==> src/rtl/nmi_pkg.sv <==
package nmi_pkg;
    // register select codes
    localparam logic [1:0] SEL_ENABLE = 2'd0;
    localparam logic [1:0] SEL_CLEAR  = 2'd1;
    localparam logic [1:0] SEL_SYNC   = 2'd2;

    // data / status bit positions
    localparam int BIT_DLI = 7;
    localparam int BIT_VBL = 6;
    localparam int BIT_KEY = 5;

    // internal source order
    localparam int SRC_DLI = 0;
    localparam int SRC_VBL = 1;
    localparam int SRC_KEY = 2;
    localparam int NUM_SRC = 3;

    typedef struct packed {
        logic [1:0]         arm;   // [1] display-list, [0] vblank
        logic [NUM_SRC-1:0] pend;
        logic               halt;
    } ctrl_state_t;
endpackage

==> src/rtl/nmi_edge_detect.sv <==
module nmi_edge_detect #(
    parameter int WIDTH = 4
) (
    input  logic             clk,
    input  logic             rst_n,
    input  logic [WIDTH-1:0] lvl,
    output logic [WIDTH-1:0] rise
);
    logic [WIDTH-1:0] prev_d, prev_q;

    always_comb begin
        prev_d = lvl;
    end

    always_ff @(posedge clk or negedge rst_n) begin
        if (!rst_n) prev_q <= '0;
        else        prev_q <= prev_d;
    end

    for (genvar i = 0; i < WIDTH; i++) begin : g_rise
        assign rise[i] = lvl[i] & ~prev_q[i];
    end
endmodule

==> src/rtl/nmi_pulse_gen.sv <==
module nmi_pulse_gen #(
    parameter int PULSE_LEN = 4
) (
    input  logic clk,
    input  logic rst_n,
    input  logic trigger,
    output logic pulse_n
);
    localparam int CNT_W = $clog2(PULSE_LEN + 1);
    localparam logic [CNT_W-1:0] CNT_LOAD = CNT_W'(PULSE_LEN);

    logic [CNT_W-1:0] cnt_d, cnt_q;

    always_comb begin
        cnt_d = cnt_q;
        if (trigger)
            cnt_d = CNT_LOAD;
        else if (cnt_q != '0)
            cnt_d = cnt_q - 1'b1;
    end

    always_ff @(posedge clk or negedge rst_n) begin
        if (!rst_n) cnt_q <= '0;
        else        cnt_q <= cnt_d;
    end

    assign pulse_n = (cnt_q == '0);
endmodule

==> src/rtl/nmi_sync_ctrl.sv <==
module nmi_sync_ctrl
    import nmi_pkg::*;
#(
    parameter int PULSE_LEN = 4,
    parameter int DATA_W    = 8
) (
    input  logic              clk,
    input  logic              rst_n,
    input  logic              reg_wr,
    input  logic [1:0]        reg_sel,
    input  logic [DATA_W-1:0] wr_data,
    input  logic              dli_req,
    input  logic              vblank,
    input  logic              reset_key,
    input  logic              hsync,
    output logic [DATA_W-1:0] nmi_status,
    output logic              nmi_n,
    output logic              cpu_rdy
);
    localparam int NUM_LVL = NUM_SRC + 1;
    localparam int HS_IDX  = NUM_SRC;

    ctrl_state_t st_d, st_q;

    logic [NUM_LVL-1:0] lvl, rise;
    logic [NUM_SRC-1:0] armed, fire;
    logic [1:0]         arm_q;
    logic               hs_rise, wr_en_reg, wr_clr, wr_sync;

    assign lvl[SRC_DLI] = dli_req;
    assign lvl[SRC_VBL] = vblank;
    assign lvl[SRC_KEY] = reset_key;
    assign lvl[HS_IDX]  = hsync;

    nmi_edge_detect #(.WIDTH(NUM_LVL)) u_edge (
        .clk  (clk),
        .rst_n(rst_n),
        .lvl  (lvl),
        .rise (rise)
    );

    assign arm_q   = st_q.arm;
    assign hs_rise = rise[HS_IDX];

    always_comb begin
        wr_en_reg = reg_wr && (reg_sel == SEL_ENABLE);
        wr_clr    = reg_wr && (reg_sel == SEL_CLEAR);
        wr_sync   = reg_wr && (reg_sel == SEL_SYNC);

        armed          = '1;
        armed[SRC_DLI] = arm_q[1];
        armed[SRC_VBL] = arm_q[0];
        fire           = rise[NUM_SRC-1:0] & armed;

        st_d = st_q;
        if (wr_en_reg)
            st_d.arm = {wr_data[BIT_DLI], wr_data[BIT_VBL]};
        st_d.pend = (wr_clr ? '0 : st_q.pend) | fire;
        if (wr_sync)
            st_d.halt = 1'b1;
        else if (hs_rise)
            st_d.halt = 1'b0;
    end

    always_ff @(posedge clk or negedge rst_n) begin
        if (!rst_n) st_q <= '0;
        else        st_q <= st_d;
    end

    nmi_pulse_gen #(.PULSE_LEN(PULSE_LEN)) u_pulse (
        .clk    (clk),
        .rst_n  (rst_n),
        .trigger(|fire),
        .pulse_n(nmi_n)
    );

    always_comb begin
        nmi_status          = '0;
        nmi_status[BIT_DLI] = st_q.pend[SRC_DLI];
        nmi_status[BIT_VBL] = st_q.pend[SRC_VBL];
        nmi_status[BIT_KEY] = st_q.pend[SRC_KEY];
    end

    assign cpu_rdy = !st_q.halt;
endmodule

==> config.mk <==
export PLATFORM = sky130hd
export DESIGN_NAME = nmi_sync_ctrl
export DESIGN_NICKNAME = d
export VERILOG_FILES = /design/src/rtl/nmi_pkg.sv /design/src/rtl/nmi_edge_detect.sv /design/src/rtl/nmi_pulse_gen.sv /design/src/rtl/nmi_sync_ctrl.sv
export SDC_FILE = /design/constraint.sdc
export NUM_CORES = 1
export LEC_CHECK = 0
export BUFFER_PORTS_ARGS = -buffer_cell sky130_fd_sc_hd__buf_2
export CORE_AREA = 2 2 41 43
export CTS_CLUSTER_DIAMETER = 200
export CTS_CLUSTER_SIZE = 28
export DETAILED_ROUTE_END_ITERATION = 7
export DIE_AREA = 0 0 43 45
export GPL_ROUTABILITY_DRIVEN = 0
export PLACE_DENSITY = 0.72
export SKIP_CTS_REPAIR_TIMING = 1
export SLEW_MARGIN = 20
export SYNTH_ARGS = -nofsm -noshare
export SYNTH_HDL_FRONTEND = slang
export SYNTH_HIERARCHICAL = 1
export SYNTH_SLANG_ARGS = --single-unit
==> constraint.sdc <==
create_clock -name clk -period 1.34 [get_ports clk]
set_clock_uncertainty 0.05 [all_clocks]
set_input_delay 0.201 -clock clk [delete_from_list [all_inputs] [get_ports clk]]
set_output_delay 0.201 -clock clk [all_outputs]
set_load 0.01 [all_outputs]
==> run_results.csv <==
group,metric,value,unit
status,status,"finished with violations",
status,failed_checks,"negative setup slack",
worst_setup_path,critPathCaptureType,"primary output",
sta,finalSetupViolations,1,
placement,buffer_ports.inserted,15,
cells_and_area,post-route-util,55.4,%
power,leakage,0.398,nW
die,die_height,45,microns
synth,synth.ff_latch_count,13,
worst_setup_path,cp_cell_sequence,"inv_2 > ha_4 > nor2b_4 > buf_6",
cells_and_area,fillCellCount,132,
synth,syn-cell-area,647,sq um
cells_and_area,sequential_cell_area,325,sq um
detailed_routing,vias,416,
die,io_pins,27,
grt,grt.total_usage,11.9,%
sta,final.setup.worst_slack,-0.0626,ns
worst_setup_path,critical_path.n_buffers_inverters,2,
sta,fin_worst_hold_slack,0.108,ns
sta,timing.final.crit_share,105,%
clock_network,clock-root-buffer,"sky130_fd_sc_hd__clkbuf_4",
synth,synth.yosys.seq_area_share,50.3,%
power,worst_ir_drop_vdd,0.654,mV
detailed_routing,routed_wirelength,1020,microns
worst_hold_path,min_path_type,"input port to register",
placement,dp.final_hpwl,754,microns
die,floorplan.die_area,1940,sq um
sta,achievable-frequency,713,MHz
worst_setup_path,crit_required,1.09,ns
worst_setup_path,worstPathArrival,1.15,ns
sta,hold_viol,0,
sta,finalWorstPathRequiredPeriod,1.40,ns
detailed_routing,antenna_violating_nets_post_route,0,
cells_and_area,final_net_count,93,
synth,synth.largest_area_cell,"sky130_fd_sc_hd__dfrtp_1",
cells_and_area,antenna-diode-count,0,
synth,synth-async-reset-ratio,100,%
detailed_routing,drt-wirelength-per-cell,11.4,microns
synth,number_of_warning_messages_in_the_yosys_log,6,
grt,pin_count_of_the_biggest_net_entering_global_routing,14,
cells_and_area,layout-drive-gt1-share,45.2,%
detailed_routing,firstDrtPassIters,3,
clock_network,htree_num_levels,1,
synth,synth_largest_type_area_fraction,50.3,%
synth,postSynthAreaPerCell,12.9,sq um
synth,yosys-top-cells-area,"sky130_fd_sc_hd__dfrtp_1 (50%), sky130_fd_sc_hd__nor2b_4 (11%), sky130_fd_sc_hd__buf_4 (9.3%)",
sta,grt_setup_unrepaired,"yes",
worst_setup_path,critPathMaxFanout,3,
clock_network,cts_tree,"yes",
clock_network,clk_latency,0.27,ns
cells_and_area,area_delta_synth_final,25.9,%
worst_setup_path,cell_family_with_most_cp_delay,"flip-flops",
synth,yosys-top-cells-count,"sky130_fd_sc_hd__dfrtp_1 (13), sky130_fd_sc_hd__buf_4 (8), sky130_fd_sc_hd__nor2b_4 (5)",
die,die-width,43,microns
detailed_routing,drc_errors,0,
grt,total_gr_overflow,0,
run,drv.max_cap_violation_count,0,
cells_and_area,multi_input_area,278,sq um
synth,synth_flop_cell,"sky130_fd_sc_hd__dfrtp_1",
synth,synthesis.instances,50,
clock_network,clk_path_buf_depth,2,
power,power.density,1560,nW/um^2
detailed_routing,viasPerCell,4.67,
clock_network,worst_setup_hold_path_clk_slew,0.07,ns
grt,antenna_found_initial,0,
worst_setup_path,worst-setup-path-type,"register to primary output",
synth,synthMostInstantiatedCell,"sky130_fd_sc_hd__dfrtp_1",
die,floorplan.initialDensity,44.0,%
worst_setup_path,critPathMaxStageDelay,0.40,ns
die,placeableCoreArea,1470,sq um
sta,timing_max_transition_violations_final,0,
detailed_routing,drt_iter0_markers,6,
clock_network,number_of_buffers_created_by_cts,3,
grt,grt_pass1_wl,1590,microns
die,rows,14,
clock_network,cts_num_sinks,13,
worst_setup_path,worstSetupStartpointType,"register",
grt,grt_pass1_vias,377,
worst_setup_path,cp_slowest_cell,"sky130_fd_sc_hd__dfrtp_1",
synth,synth-edff-count,0,
synth,synth_cell_types,19,
[final timing paths]
kind | slack, ns | endpoint | start | cells after the start
min in group asynchronous | 0.28 | u_edge/prev_q[2]$_DFF_PN0_ | rst_n | 2
min | 0.11 | arm_q[1]$_DFFE_PN0P_ | wr_data[7] | 2
max reg2reg | 0 | u_pulse/cnt_q[0]$_DFFE_PN0P_ | u_pulse/cnt_q[0]$_DFFE_PN0P_ | 5
max | -0.06 | nmi_n | u_pulse/cnt_q[0]$_DFFE_PN0P_ | 4
min reg2reg | 0.46 | nmi_status[6]$_DFF_PN0_ | nmi_status[6]$_DFF_PN0_ | 1
max in group asynchronous | 0.74 | u_edge/prev_q[1]$_DFF_PN0_ | rst_n | 2
[metrics by stage]
step	TNS (ns)	instance area (sq um)	power, mW	setup WS, ns	cells
2_1_floorplan	0	662	0.835	0.0614	54
3_3_place_gp	0	697	0.888	0.0507	77
3_5_place_dp	0	697	0.912	0.0258	77
4_1_cts	-0.201	723	1.15	-0.201	81
5_1_grt	-0.162	815	1.36	-0.122	89
6_report	-0.0626	815	1.27	-0.0626	89
[sequential cells by signal, indices dropped and copies added (netlist names)]
signal         flops
u_edge/prev_q      4
nmi_status         3
u_pulse/cnt_q      3
arm_q              2
st_q               1
[cell families (layout without fill, tap and decap cells)]
| group | count (synthesis) | in the layout | share of synthesized area, % |
|---|---|---|---|
| DFF | 13 | 13 | 50.3 |
| and+or+nand+nor | 13 | 13 | 19.7 |
| buffers and inverters | 11 | 30 | 11.0 |
| AOI/OAI and AO/OA | 7 | 7 | 8.70 |
| muxes | 3 | 3 | 5.80 |
| adders and majority gates | 2 | 2 | 3.87 |
| other | 1 | 5 | 0.580 |
[placed cells by master (no fill, tap or decap)]
cell / netlist / routed
sky130_fd_sc_hd__mux2_2: 2 / 2
sky130_fd_sc_hd__conb_1: 1 / 5
sky130_fd_sc_hd__clkbuf_1: 0 / 1
sky130_fd_sc_hd__nor3b_2: 1 / 1
sky130_fd_sc_hd__nand3b_1: 2 / 2
sky130_fd_sc_hd__o31ai_1: 1 / 1
sky130_fd_sc_hd__clkbuf_4: 0 / 3
sky130_fd_sc_hd__inv_1: 3 / 1
sky130_fd_sc_hd__dlygate4sd3_1: 0 / 5
sky130_fd_sc_hd__buf_2: 0 / 14
sky130_fd_sc_hd__a22o_1: 2 / 2
sky130_fd_sc_hd__a221o_1: 1 / 1
sky130_fd_sc_hd__ha_1: 2 / 1
sky130_fd_sc_hd__buf_4: 8 / 3
sky130_fd_sc_hd__nor2_1: 2 / 2
sky130_fd_sc_hd__ha_4: 0 / 1
sky130_fd_sc_hd__buf_6: 0 / 1
sky130_fd_sc_hd__a211o_1: 1 / 1
sky130_fd_sc_hd__mux2_4: 1 / 1
sky130_fd_sc_hd__nand4bb_1: 1 / 1
sky130_fd_sc_hd__nor2b_4: 5 / 5
sky130_fd_sc_hd__inv_2: 0 / 2
sky130_fd_sc_hd__a21o_1: 1 / 1
sky130_fd_sc_hd__nor2b_1: 2 / 2
sky130_fd_sc_hd__dfrtp_1: 13 / 13
sky130_fd_sc_hd__o21ai_0: 1 / 1
[per-layer routing]
layer	GRT usage [%]	wire [microns]	vias to the layer above	share of wire, %
met4	10.9	10	0	0.98
li1	-	-	205	-
met1	13.1	439	192	43
met3	2.40	54	2	5.3
met5	0	0	-	0
met2	19.4	512	17	50
[cell type report]
cell class | count | share of cell area [%]
clock buffers | 4 | 3.23
inverters | 3 | 1.38
multi-input cells | 30 | 34.1
flip-flops and latches | 13 | 39.9
well taps | 16 | 2.46
repair buffers | 23 | 18.9
[report_power, final]
| group | internal (mW) | switching [mW] |
|---|---|---|
| combinational | 0.294 | 0.196 |
| clock | 0.115 | 0.118 |
| sequential | 0.476 | 0.0685 |
| total | 0.885 | 0.383 |
Power figures use the tool's default switching activity.
